`config.mk`:
```
export PLATFORM = sky130hd
export DESIGN_NAME = dtr_unit
export DESIGN_NICKNAME = d
export VERILOG_FILES = /design/src/rtl/dtr_pkg.sv /design/src/rtl/dtr_entry_chk.sv /design/src/rtl/dtr_load_fsm.sv /design/src/rtl/dtr_unit.sv
export SDC_FILE = /design/constraint.sdc
export NUM_CORES = 1
export LEC_CHECK = 0
export ABC_AREA = 1
export BUFFER_PORTS_ARGS = -buffer_cell sky130_fd_sc_hd__buf_2
export CORE_MARGIN = 5
export CORE_UTILIZATION = 62
export CTS_BUF_LIST = sky130_fd_sc_hd__clkbuf_4 sky130_fd_sc_hd__clkbuf_8
export CTS_CLUSTER_SIZE = 28
export DETAILED_ROUTE_END_ITERATION = 12
export MAX_ROUTING_LAYER = met4
export PLACE_DENSITY = 0.95
export SLEW_MARGIN = 20
export SYNTH_ARGS = -nofsm -noshare
export SYNTH_HDL_FRONTEND = slang
export SYNTH_SLANG_ARGS = --single-unit
```
`constraint.sdc`:
```
create_clock -name clk_i -period 6.3 [get_ports clk_i]
set_input_delay 1.26 -clock clk_i [delete_from_list [all_inputs] [get_ports clk_i]]
set_output_delay 1.26 -clock clk_i [all_outputs]
set_load 0.01 [all_outputs]
```
`src/rtl/dtr_pkg.sv`:
```
package dtr_pkg;
  typedef enum logic [1:0] {OP_GLB = 2'd0, OP_IRQ = 2'd1, OP_LOC = 2'd2, OP_NONE = 2'd3} dtr_op_e;
  typedef enum logic [1:0] {FLT_NONE = 2'd0, FLT_PRIV = 2'd1, FLT_RSVD = 2'd2, FLT_LIMIT = 2'd3} dtr_flt_e;
  typedef enum logic [1:0] {TBL_GLB = 2'd0, TBL_IRQ = 2'd1, TBL_LOC = 2'd2, TBL_BAD = 2'd3} dtr_tbl_e;
endpackage

```
`src/rtl/dtr_entry_chk.sv`:
```
module dtr_entry_chk #(
  parameter int unsigned AW  = 24,
  parameter int unsigned LW  = 16,
  parameter int unsigned IXW = 13
) (
  input  logic [AW-1:0]  base_i,
  input  logic [LW-1:0]  limit_i,
  input  logic [IXW-1:0] idx_i,
  output logic [AW-1:0]  addr_o,
  output logic           ovf_o
);
  localparam int unsigned EW = IXW + 3;
  logic [EW-1:0] first_off, last_off;

  assign first_off = {idx_i, 3'b000};
  assign last_off  = {idx_i, 3'b111};
  assign addr_o    = base_i + AW'(first_off);
  assign ovf_o     = 32'(last_off) > 32'(limit_i);
endmodule

```
`src/rtl/dtr_load_fsm.sv`:
```
module dtr_load_fsm
  import dtr_pkg::*;
#(
  parameter int unsigned AW = 24,
  parameter int unsigned LW = 16
) (
  input  logic          clk_i,
  input  logic          rst_ni,
  input  logic          req_valid_i,
  input  dtr_op_e       req_op_i,
  input  logic [1:0]    req_cpl_i,
  input  logic [AW-1:0] req_addr_i,
  input  logic          sel_null_i,
  input  logic          sel_ovf_i,
  input  logic [AW-1:0] loc_addr_i,
  output logic          mem_req_o,
  output logic [AW-1:0] mem_addr_o,
  input  logic          mem_rvalid_i,
  input  logic [7:0]    mem_rdata_i,
  output logic          wr_en_o,
  output dtr_op_e       wr_op_o,
  output logic [AW-1:0] wr_base_o,
  output logic [LW-1:0] wr_limit_o,
  output logic          wr_valid_o,
  output logic          busy_o,
  output logic          done_o,
  output logic          fault_o,
  output dtr_flt_e      fault_code_o
);
  localparam int unsigned LB = LW / 8;
  localparam int unsigned BB = AW / 8;
  localparam int unsigned NB = LB + BB + 1;
  localparam int unsigned CW = $clog2(NB);

  typedef enum logic {S_IDLE, S_READ} st_e;

  st_e           st_q;
  logic [CW-1:0] cnt_q, last_c;
  dtr_op_e       op_q;
  logic [AW-1:0] addr_q;
  logic [7:0]    byte_q [LB+BB];
  logic          done_q, fault_q;
  dtr_flt_e      code_q;
  logic          accept, last_hit, rsvd_bad, null_ld;
  logic [AW-1:0] asm_base;
  logic [LW-1:0] asm_limit;

  assign accept   = (st_q == S_IDLE) && req_valid_i && (req_op_i != OP_NONE);
  assign null_ld  = accept && (req_cpl_i == 2'd0) && (req_op_i == OP_LOC) && sel_null_i;
  assign last_c   = (op_q == OP_LOC) ? CW'(LB + BB - 1) : CW'(NB - 1);
  assign last_hit = (st_q == S_READ) && mem_rvalid_i && (cnt_q == last_c);
  assign rsvd_bad = (op_q != OP_LOC) && (mem_rdata_i != 8'h00);

  // local descriptor: final base byte is taken straight from the bus
  always_comb begin
    for (int i = 0; i < LB; i++) asm_limit[8*i +: 8] = byte_q[i];
    for (int j = 0; j < BB; j++)
      asm_base[8*j +: 8] = (op_q == OP_LOC && j == BB - 1) ? mem_rdata_i : byte_q[LB+j];
  end

  assign mem_req_o    = (st_q == S_READ);
  assign mem_addr_o   = addr_q + AW'(cnt_q);
  assign busy_o       = (st_q == S_READ);
  assign wr_en_o      = null_ld || (last_hit && !rsvd_bad);
  assign wr_op_o      = (st_q == S_IDLE) ? req_op_i : op_q;
  assign wr_valid_o   = (st_q == S_READ);
  assign wr_base_o    = (st_q == S_READ) ? asm_base : '0;
  assign wr_limit_o   = (st_q == S_READ) ? asm_limit : '0;
  assign done_o       = done_q;
  assign fault_o      = fault_q;
  assign fault_code_o = code_q;

  always_ff @(posedge clk_i or negedge rst_ni) begin
    if (!rst_ni) begin
      st_q    <= S_IDLE;
      cnt_q   <= '0;
      op_q    <= OP_NONE;
      addr_q  <= '0;
      done_q  <= 1'b0;
      fault_q <= 1'b0;
      code_q  <= FLT_NONE;
    end else begin
      done_q  <= 1'b0;
      fault_q <= 1'b0;
      unique case (st_q)
        S_IDLE: if (accept) begin
          if (req_cpl_i != 2'd0) begin
            fault_q <= 1'b1;
            code_q  <= FLT_PRIV;
          end else if (null_ld) begin
            done_q <= 1'b1;
          end else if (req_op_i == OP_LOC && sel_ovf_i) begin
            fault_q <= 1'b1;
            code_q  <= FLT_LIMIT;
          end else begin
            st_q   <= S_READ;
            cnt_q  <= '0;
            op_q   <= req_op_i;
            addr_q <= (req_op_i == OP_LOC) ? loc_addr_i : req_addr_i;
          end
        end
        S_READ: if (mem_rvalid_i) begin
          if (cnt_q == last_c) begin
            st_q <= S_IDLE;
            if (rsvd_bad) begin
              fault_q <= 1'b1;
              code_q  <= FLT_RSVD;
            end else begin
              done_q <= 1'b1;
            end
          end else begin
            cnt_q <= cnt_q + CW'(1);
          end
        end
        default: st_q <= S_IDLE;
      endcase
    end
  end

  always_ff @(posedge clk_i or negedge rst_ni) begin
    if (!rst_ni) begin
      for (int i = 0; i < LB + BB; i++) byte_q[i] <= 8'h00;
    end else begin
      for (int i = 0; i < LB + BB; i++)
        if (st_q == S_READ && mem_rvalid_i && cnt_q == CW'(i)) byte_q[i] <= mem_rdata_i;
    end
  end
endmodule

```
`src/rtl/dtr_unit.sv`:
```
module dtr_unit
  import dtr_pkg::*;
#(
  parameter int unsigned AW    = 24,
  parameter int unsigned LW    = 16,
  parameter int unsigned SW    = 16,
  parameter int unsigned VEC_N = 256,
  localparam int unsigned IXW  = SW - 3
) (
  input  logic           clk_i,
  input  logic           rst_ni,
  input  logic           req_valid_i,
  input  logic [1:0]     req_op_i,
  input  logic [1:0]     req_cpl_i,
  input  logic [AW-1:0]  req_addr_i,
  input  logic [SW-1:0]  req_sel_i,
  output logic           mem_req_o,
  output logic [AW-1:0]  mem_addr_o,
  input  logic           mem_rvalid_i,
  input  logic [7:0]     mem_rdata_i,
  output logic           busy_o,
  output logic           done_o,
  output logic           fault_o,
  output logic [1:0]     fault_code_o,
  output logic [AW-1:0]  glb_base_o,
  output logic [LW-1:0]  glb_limit_o,
  output logic [AW-1:0]  irq_base_o,
  output logic [LW-1:0]  irq_limit_o,
  output logic [AW-1:0]  loc_base_o,
  output logic [LW-1:0]  loc_limit_o,
  output logic           loc_valid_o,
  input  logic [1:0]     lk_tbl_i,
  input  logic [IXW-1:0] lk_idx_i,
  output logic [AW-1:0]  lk_addr_o,
  output logic           lk_fault_o
);
  localparam int unsigned NT = 3;

  logic [AW-1:0] glb_base_q, irq_base_q, loc_base_q;
  logic [LW-1:0] glb_limit_q, irq_limit_q, loc_limit_q;
  logic          loc_valid_q;

  logic [IXW-1:0] sel_idx;
  logic [AW-1:0]  loc_addr;
  logic           sel_ovf;
  logic           wr_en, wr_valid;
  dtr_op_e        wr_op;
  logic [AW-1:0]  wr_base;
  logic [LW-1:0]  wr_limit;
  dtr_flt_e       flt_code;

  assign sel_idx = req_sel_i[SW-1:3];

  dtr_entry_chk #(.AW(AW), .LW(LW), .IXW(IXW)) u_sel_chk (
    .base_i (glb_base_q),
    .limit_i(glb_limit_q),
    .idx_i  (sel_idx),
    .addr_o (loc_addr),
    .ovf_o  (sel_ovf)
  );

  dtr_load_fsm #(.AW(AW), .LW(LW)) u_fsm (
    .clk_i       (clk_i),
    .rst_ni      (rst_ni),
    .req_valid_i (req_valid_i),
    .req_op_i    (dtr_op_e'(req_op_i)),
    .req_cpl_i   (req_cpl_i),
    .req_addr_i  (req_addr_i),
    .sel_null_i  (sel_idx == '0),
    .sel_ovf_i   (sel_ovf),
    .loc_addr_i  (loc_addr),
    .mem_req_o   (mem_req_o),
    .mem_addr_o  (mem_addr_o),
    .mem_rvalid_i(mem_rvalid_i),
    .mem_rdata_i (mem_rdata_i),
    .wr_en_o     (wr_en),
    .wr_op_o     (wr_op),
    .wr_base_o   (wr_base),
    .wr_limit_o  (wr_limit),
    .wr_valid_o  (wr_valid),
    .busy_o      (busy_o),
    .done_o      (done_o),
    .fault_o     (fault_o),
    .fault_code_o(flt_code)
  );
  assign fault_code_o = flt_code;

  always_ff @(posedge clk_i or negedge rst_ni) begin
    if (!rst_ni) begin
      glb_base_q  <= '0;
      glb_limit_q <= '0;
      irq_base_q  <= '0;
      irq_limit_q <= '0;
      loc_base_q  <= '0;
      loc_limit_q <= '0;
      loc_valid_q <= 1'b0;
    end else if (wr_en) begin
      unique case (wr_op)
        OP_GLB: begin glb_base_q <= wr_base; glb_limit_q <= wr_limit; end
        OP_IRQ: begin irq_base_q <= wr_base; irq_limit_q <= wr_limit; end
        OP_LOC: begin
          loc_base_q  <= wr_base;
          loc_limit_q <= wr_limit;
          loc_valid_q <= wr_valid;
        end
        default: ;
      endcase
    end
  end

  // one address/limit checker per table for the lookup port
  logic [AW-1:0] t_base  [NT];
  logic [LW-1:0] t_limit [NT];
  logic [AW-1:0] t_addr  [NT];
  logic          t_ovf   [NT];

  assign t_base[0] = glb_base_q;  assign t_limit[0] = glb_limit_q;
  assign t_base[1] = irq_base_q;  assign t_limit[1] = irq_limit_q;
  assign t_base[2] = loc_base_q;  assign t_limit[2] = loc_limit_q;

  for (genvar g = 0; g < NT; g++) begin : g_lk
    dtr_entry_chk #(.AW(AW), .LW(LW), .IXW(IXW)) u_lk (
      .base_i (t_base[g]),
      .limit_i(t_limit[g]),
      .idx_i  (lk_idx_i),
      .addr_o (t_addr[g]),
      .ovf_o  (t_ovf[g])
    );
  end

  always_comb begin
    unique case (dtr_tbl_e'(lk_tbl_i))
      TBL_GLB: begin lk_addr_o = t_addr[0]; lk_fault_o = t_ovf[0]; end
      TBL_IRQ: begin
        lk_addr_o  = t_addr[1];
        lk_fault_o = t_ovf[1] || (32'(lk_idx_i) >= VEC_N);
      end
      TBL_LOC: begin lk_addr_o = t_addr[2]; lk_fault_o = t_ovf[2] || !loc_valid_q; end
      default: begin lk_addr_o = '0; lk_fault_o = 1'b1; end
    endcase
  end

  assign glb_base_o  = glb_base_q;
  assign glb_limit_o = glb_limit_q;
  assign irq_base_o  = irq_base_q;
  assign irq_limit_o = irq_limit_q;
  assign loc_base_o  = loc_base_q;
  assign loc_limit_o = loc_limit_q;
  assign loc_valid_o = loc_valid_q;
endmodule

```
Word level (Yosys, flattened, before mapping)
Cells that the tools add are included.
W data, S select, Z words.
Operators by class
  eq/ne operators: 23
  bitwise gates (word level): 4
  reduce and logical (&&, ||, !) cells: 33
  div/mod/pow operators: 0
  add/subtract/negate cells: 6
  multiply operators: 0
  multiplexer cells: 45
  magnitude comparators: 5
  shifts and indexed selects: 0
Operators with widths (number)
  $add A24 B16 Y24: 4
  $pmux W24 S3: 1
  $gt A16 B16 Y1: 4
  $mux W24: 2
  $add A24 B3 Y24: 1
  $mux W1: 20
  $mux W3: 6
  $ne A2 B2 Y1 const B: 9
  $mux W16: 1
  $mux W2: 8
  $logic_and A1 B1 Y1: 15
  $ge A13 B9 Y1 const B: 1
  $logic_not A13 Y1: 1
  $reduce_and A6 Y1: 2
  $eq A2 B2 Y1 const B: 4
  $mux W8: 1
  $reduce_bool A8 Y1: 1
  $eq A3 B2 Y1 const B: 2
  $logic_not A2 Y1: 3
  $ne A3 B3 Y1 const B: 2
  $pmux W1 S2: 3
  $pmux W3 S2: 1
  $reduce_and A2 Y1: 3
  $reduce_and A5 Y1: 1
  other kinds (13): 20
Storage, ports and cells
  latch bits: 0
  flip-flop bits (word level): 195
  input port bits: 71
  RAM bits: 0
  output and inout bits: 176
  memories kept: 0
  bits in read-only memories: 0

Logic depth before layout (Yosys ltp)
Gate-level depths: netlist (run 1).
  depth in word-level cells: 10
  depth in mapped cells: 21
  gate-level depth less buffers: 19

By module
A second synthesis (run 1) with hierarchy kept.
Second synthesis, totals
  cells, all modules: 2276
  area total of the unflattened synthesis: 15209.6 um^2
Modules (own cells, without submodules)
  dtr_unit: cells each 570, area each 4976.0 um^2, times used 1, sequential area each 3027.9 um^2
  dtr_load_fsm: cells each 620, area each 4398.0 um^2, times used 1, sequential area each 1854.3 um^2
  dtr_entry_chk at g_lk[0].u_lk ...: cells each 272, area each 1461.4 um^2, times used 2, sequential area each 0.0 um^2
  dtr_entry_chk at g_lk[1].u_lk ...: cells each 271, area each 1456.4 um^2, times used 2, sequential area each 0.0 um^2

Worst setup path before layout (run 1)
No wires, ideal clock.
  path type: input to output
  start point: input port lk_tbl_i[0]
  end point: output port lk_addr_o[22]
  buffers on the path: 2
  slack: 1.323 ns
  stages on the path: 16
  data arrival time: 3.717 ns
  cell sequence: inv_1 > ha_1 > inv_1 > buf_2 > clkbuf_1 > a221o_1 > o21ai_0 > inv_1 > ha_1 > a21oi_1 > nand2_1 > a21oi_1 > o21ai_1 > nand3_1 > nand2_1 > a21oi_1
On the way
  longest elaborated chain between the ends: 2
  elaborated cells between the ends (all ways): 4
  those cells by class: eq/ne: 2; mux: 1; reduce/logical: 1
RTL lines
  from (decl): line dtr_unit.sv:32  | input logic [1:0] lk_tbl_i,
  $eq A2 B2 Y1 (tied with other cells): line dtr_unit.sv:132  | unique case (dtr_tbl_e'(lk_tbl_i))
  $pmux W24 S3 (*): line dtr_unit.sv:132
  to (decl): line dtr_unit.sv:34  | output logic [AW-1:0] lk_addr_o,
Mark *: on every way between the ends. The rest lies on a longest branch, timed or not.

Final worst setup path (run 1)
  start point: input port lk_tbl_i[0]
  end point: output port lk_addr_o[21]
Same word-level chain as after synthesis.

==> results of run 1 <==
-- final cells by class --
| type | instances | area share |
|---|---|---|
| Antenna cell | 1 | 0.000179 |
| Clock buffer | 18 | 0.0172 |
| Clock inverter | 14 | 0.0116 |
| Inverter | 170 | 0.0456 |
| Multi-Input combinational cell | 1197 | 0.462 |
| Sequential cell | 195 | 0.349 |
| Tap cell | 265 | 0.0237 |
| Timing Repair Buffer | 250 | 0.0912 |
-- cell usage in the layout (no fill, tap or decap), types with 3 or more instances in the layout --
cell type,n
buf_4,7
o21a_1,4
nand4_1,13
a21oi_1,81
o21ai_2,43
buf_2,242
ha_1,91
o21ai_1,50
nand3_1,64
or2_2,5
dfrtp_1,193
a221o_1,13
clkbuf_8,18
inv_1,167
o21bai_1,6
nor4_1,4
nand2_1,519
nand3b_1,5
xor2_1,19
nor2_1,93
inv_6,3
o21ai_0,126
nand2_2,3
inv_2,3
fa_1,3
inv_8,4
nor3_1,25
xnor2_1,7
-- metrics by stage --
step / hold slack (ns) / power (mW)
floorplan: 0.453 / 3.13
global placement: 0.465 / 3.81
detailed placement: 0.473 / 3.91
CTS: 0.499 / 4.76
global route: 0.521 / 5.09
finish: 0.498 / 4.81
-- kinds of logic after synthesis --
| family | synth area share |
|---|---|
| AOI/OAI and AO/OA | 0.157 |
| xor gates and xnor gates | 0.0184 |
| adders and majority gates | 0.0969 |
| buffers and inverters | 0.0825 |
| DFF | 0.395 |
| muxes | 0.00162 |
| and+or+nand+nor | 0.249 |
-- routing by layer --
metal	track usage	wire length, µm	vias up
met1	0.497	15900	5802
met4	0.171	2150	0
li1	-	-	5718
met5	-	0	-
met3	0.0604	4840	169
met2	0.548	18300	850
-- worst max-delay path: stages --
cell	delay, ns
buf_2	0.12
inv_1	0.07
ha_1	0.29
inv_1	0.04
buf_4	0.20
a221o_1	0.28
o21ai_0	0.16
inv_1	0.09
ha_1	0.22
fa_1	0.42
nand3_1	0.15
nor2_1	0.08
nand2_1	0.06
nand3_1	0.14
nand2_1	0.09
nand3_1	0.16
nand3_1	0.15
nand2_1	0.06
nand2_1	0.07
nor2_1	0.05
buf_2	0.13
-- power by group through the flow --
stage               clock (mW)  combinational [mW]  sequential [mW]
floorplan                    0                1.20             1.92
global placement             0                1.87             1.94
detailed placement           0                1.95             1.96
CTS                      0.847                1.97             1.94
global route             0.894                2.21             1.99
finish                   0.847                2.00             1.97
-- final timing paths --
| kind | depth (start not counted) | from | to | slack (ns) |
|---|---|---|---|---|
| max | 21 | lk_tbl_i[0] | lk_addr_o[21] | 0.74 |
| min | 2 | u_fsm.asm_limit[1]$_DFFE_PN0P_ | u_fsm.asm_limit[1]$_DFFE_PN0P_ | 0.50 |
| max reg2reg | 12 | glb_limit_o[5]$_DFFE_PN0P_ | u_fsm.addr_q[8]$_DFFE_PN0P_ | 3.32 |
| min reg2reg | 2 | u_fsm.asm_limit[1]$_DFFE_PN0P_ | u_fsm.asm_limit[1]$_DFFE_PN0P_ | 0.50 |
| max in group asynchronous | 2 | rst_ni | u_fsm.addr_q[23]$_DFFE_PN0P_ | 4.26 |
| min in group asynchronous | 1 | rst_ni | u_fsm.asm_limit[2]$_DFFE_PN0P_ | 0.75 |
-- sequential cells by signal, summed over array words and instances (netlist names), 2 cells and up --
signal / flops
irq_limit_o: 16
glb_base_o: 24
u_fsm.asm_base: 16
u_fsm.addr_q: 24
u_fsm.asm_limit: 16
loc_limit_o: 16
u_fsm.op_q: 2
loc_base_o: 24
u_fsm.fault_code_o: 2
irq_base_o: 24
u_fsm.cnt_q: 3
u_fsm.byte_q: 8
glb_limit_o: 16
-- cell usage after synthesis, types with 14 or more instances --
master	number	area, µm²
clkbuf_1	14	52.6
nand2_1	519	1950
inv_1	167	627
nand3_1	64	320
buf_6	19	214
o21ai_0	126	631
o21ai_1	50	250
xor2_1	19	166
a21oi_1	81	405
nor2_1	93	349
dfrtp_1	193	4830
nor3_1	25	125
ha_1	91	1140
buf_2	17	85.1
o21ai_2	43	377
==> results.toml, run 1 <==
[floorplan]
initial_utilization = 0.634
dieArea_mm2 = 0.0229
die_x_um = 151
die_y_um = 151
fp-row-count = 51
io_pins = 247
core_mm2 = 0.0195

[yosys]
synth_seq_area_share = 0.395
synth.distinct_cells = 45
syn_inst = 1618
yosysWarnings = 0
synth_edf_count = 0
syn_area_mm2 = 0.0124
avgSynthCellArea_um2 = 7.65
async_reset_ff_frac = 1.00
syn_nets = 1783
ys.flop_type = "dfrtp_1"
synth_seq_cells = 195

[cts]
cts_hold_buf = 0
postCtsSetupRepairBufs = 0
cts_sinks = 195
cts.path.max_buffers = 2
path_clk_slew_ns = 0.11
numCtsBuffers = 17
cts_tree = "done"
clkLatencyLatePin_ns = 0.49
cts_max_level = 4
cts_root_buf = "clkbuf_8"
post_cts_resized = 0

[critical_path]
crit_type = "primary input to output port"
crit_path_end_kind = "output port"
worstPathArrival_ns = 4.30
startpoint_type = "primary input"
crit_fanout = 21
worstPathRequired_ns = 5.04

[final_layout]
post-route-util = 0.717
final_nets = 1996
seq_area_mm2 = 0.00488
syn_to_final_growth_pct = 13.2
final_layout_size_suffix_gt1_frac = 0.189
multiInputGateArea_mm2 = 0.00647
instances_no_fill = 2110
fin_area_mm2 = 0.0140
n_fill_cell = 1557

[sta]
min_period_ns = 5.56
final_max_slew_viol_count = 0
setup_ws_ns = 0.735
finalHoldViolations = 0
skew_ns = 0.0205
fin_crit_sh = 0.883
rsz0062_at_grt = "false"
setup_viol = 0
relSlewSlack = 0.275
worstMarginPinSlew_ns = 1.09
fmax_mhz = 180
tns_ns = 0

[power]
p_sw_mw = 2.18
power_frac_seq = 0.409
p_int_mw = 2.63
p_per_area_mw_per_mm2 = 343
switching_share = 0.453
p_clk_frac = 0.176
p_leak_nw = 7.44
power_frac_comb = 0.415
peakVddDrop_v = 0.000229

[route]
via_count = 12500
wl_per_cell_um = 19.5
routed_wl_um = 41200
drc_errors = 0
drtAntennaViolNets = 0
post_drt_via_cell_ratio = 5.94
drtIter0Drc = 1457
first_pass_iters = 6

[global_route]
antenna_found_initial = 1
grt_max_degree = 83
grt.total_usage = 0.368
grt_pass1_wl_um = 62900
grt_pass1_vias = 11700
grt.overflow.total = 0

[placed_design]
gp_congestion = 0.993
dp_hpwl_um = 31800
pre_cts_ws_ns = 0.822
place_area_mm2 = 0.0136
port-buffer-count = 243
placedCellCount = 2077

[job]
maxCapViolations = 0

[hold_path]
hold_path_class = "flop to flop"

[status]
status = "complete, no violations"
(Power assumes the default switching activity.)
==> run 2: changes to the inputs <==
--- a/config.mk
+++ b/config.mk
@@ -7,13 +7,14 @@
 export LEC_CHECK = 0
 export ABC_AREA = 1
 export BUFFER_PORTS_ARGS = -buffer_cell sky130_fd_sc_hd__buf_2
+export CAP_MARGIN = 20
 export CORE_MARGIN = 5
-export CORE_UTILIZATION = 62
+export CORE_UTILIZATION = 52
 export CTS_BUF_LIST = sky130_fd_sc_hd__clkbuf_4 sky130_fd_sc_hd__clkbuf_8
 export CTS_CLUSTER_SIZE = 28
 export DETAILED_ROUTE_END_ITERATION = 12
 export MAX_ROUTING_LAYER = met4
-export PLACE_DENSITY = 0.95
+export PLACE_DENSITY = 0.89
 export SLEW_MARGIN = 20
 export SYNTH_ARGS = -nofsm -noshare
 export SYNTH_HDL_FRONTEND = slang
==> constraint.sdc (replaced) <==
create_clock -name clk_i -period 4.8 [get_ports clk_i]
set_input_delay 0.96 -clock clk_i [delete_from_list [all_inputs] [get_ports clk_i]]
set_output_delay 0.96 -clock clk_i [all_outputs]
set_load 0.01 [all_outputs]
==> run 2 against run 1 <==
Against the previous run:
- first-iteration DRC count is 3.8% higher
- sequential share of layout area fell by 0.77 points
- die area up 18%
- critical path depth stayed put
- non-clock buffer count rose by 16
- clock skew decreased by 0.0034 ns
- register-to-register slack worse by 1.4 ns
==> results.toml, run 2 (synthesis gave the netlist of run 1 again) <==
[critical_path]
critPathSlowestCell = "ha_1"
slowest_delay_ns = 0.32
crit_buf_inv = 6
worstPathCellList = "buf_2, inv_1, ha_1, inv_1, buf_4, a221o_1, o21ai_2, inv_1, ha_1, nand2_1, nand2_1, nand2_1, nand2_1, nand2_1, nand3_1, nand2_1, nand3_2, nand2_1, o21ai_1, nor2_1, buf_2"
crit_path_frequent_cell = "nand2_1"
worstRegToRegCells = 12
crit_path_end_kind = "output port"
r2r_start = "glb_limit_o[11]$_DFFE_PN0P_"
cp_top_family = "simple AND/OR/NAND/NOR gates"
worstPathArrival_ns = 3.67
reg2reg_to = "u_fsm.addr_q[3]$_DFFE_PN0P_"
worstPathRequired_ns = 3.84
rrSetupSlack_ns = 1.92
startpoint_type = "primary input"
crit_fanout = 12
crit_type = "primary input to output port"

[cts]
path_clk_slew_ns = 0.10
cts_max_level = 4
numCtsBuffers = 17
cts_hold_buf = 0
cts_root_buf = "clkbuf_8"
cts_sinks = 195
clkLatencyLatePin_ns = 0.49
cts.path.max_buffers = 2
cts_tree = "done"

[global_route]
grt.total_usage = 0.311
grt.overflow.total = 0
grt_pass1_vias = 11700
grt_pass1_wl_um = 63100
grt_max_degree = 124
antenna_found_initial = 2

[final_layout]
layout_common_cells = "nand2_1 (518), buf_2 (242), dfrtp_1 (193)"
n_fill_cell = 2031
seq_area_mm2 = 0.00488
final_layout_size_suffix_gt1_frac = 0.205
syn_to_final_growth_pct = 15.8
final_common_cell = "nand2_1"
multiInputGateArea_mm2 = 0.00658
post-route-util = 0.610
final_nets = 2012

[sta]
fin_crit_sh = 0.964
min_period_ns = 4.63
skew_ns = 0.0171
worstMarginPinSlew_ns = 0.950
relSlewSlack = 0.366
final_max_slew_viol_count = 0
finalHoldViolations = 0
tns_ns = 0
fmax_mhz = 216
setup_viol = 0

[floorplan]
initial_utilization = 0.527
die_y_um = 164
fp-row-count = 56
die_x_um = 164
dieArea_mm2 = 0.0270
io_pins = 247
core_mm2 = 0.0235

[job]
maxCapViolations = 0

[route]
wl_per_cell_um = 18.8
post_drt_via_cell_ratio = 5.70
via_count = 12400
routed_wl_um = 41100
first_pass_iters = 7
drtAntennaViolNets = 0
drtIter0Drc = 1513
drc_errors = 0

[hold_path]
whs_path_depth = 2
worstHoldEndpoint = "u_fsm.asm_base[2]$_DFFE_PN0P_"
hold_path_class = "flop to flop"
min_from = "u_fsm.asm_base[2]$_DFFE_PN0P_"

[power]
p_leak_nw = 7.54
p_per_area_mw_per_mm2 = 442
peakVddDrop_v = 0.000251

[status]
status = "complete, no violations"

[placed_design]
port-buffer-count = 243
dp_hpwl_um = 32000
gp_congestion = 0.981
run 2: changes by cell type in the layout (fill, tap and decap cells not counted), sizes merged:
cell    change
buf        +16
bufinv      +1
clkbuf      +2
clkinv      +1
diode       +1
inv         -4
run 2: area by class of cell:
cell class / count / share of cell area
Antenna cell: 2 / 0.000349
Inverter: 170 / 0.0446
Timing Repair Buffer: 266 / 0.0976
Clock buffer: 20 / 0.0188
Sequential cell: 195 / 0.341
Multi-Input combinational cell: 1197 / 0.460
Clock inverter: 12 / 0.0103
Tap cell: 319 / 0.0279
run 2: stage by stage:
step	instance area (µm²)	instances	total power, mW	worst slack (ns)	hold WS (ns)
final	14300	2181	6.34	0.172	0.498
after global routing	14300	2181	6.75	-0.0423	0.525
after CTS	14200	2179	6.26	0.0522	0.498
after detailed placement	13800	2147	5.14	0.0567	0.473
after global placement	13800	2147	5.02	0.187	0.462
after floorplan	12400	1618	4.10	0.423	0.453
run 2: tightest hold or removal path: cells and delay by family, from the launching register on:
family,cells,cell delay (ns)
and+or+nand+nor,1,0.05
AOI/OAI and AO/OA,1,0.06
DFF,1,0.36
run 2: what timing repair did:
item / CTS / global route
setup endpoints to repair: 0 / 10
resized for setup: 0 / 23
setup buffers: 0 / 0
run 2: report_power, final:
group | total (mW) | internal, mW | switching (mW)
Combinational | 2.64 | 0.931 | 1.71
Clock | 1.12 | 0.507 | 0.612
Sequential | 2.58 | 2.11 | 0.470
run 2: worst max path at each step:
stage / startpoint / endpoint / slack [ns] / cells past startpoint
after global placement: lk_tbl_i[0] / lk_addr_o[19] / 0.19 / 19
final: lk_tbl_i[0] / lk_addr_o[19] / 0.17 / 21
after CTS: lk_tbl_i[0] / lk_addr_o[21] / 0.05 / 20
after detailed placement: lk_tbl_i[0] / lk_addr_o[21] / 0.06 / 20
after global routing: lk_tbl_i[0] / lk_addr_o[21] / -0.04 / 22
after floorplan: lk_tbl_i[0] / lk_addr_o[22] / 0.42 / 16
run 2: metal layers:
layer | share of wire | global-route usage | vias to the layer above
li1 | - | - | 5742
met1 | 0.41 | 0.414 | 5821
met2 | 0.44 | 0.461 | 728
met3 | 0.099 | 0.0630 | 137
met4 | 0.054 | 0.138 | 0
met5 | 0 | - | -
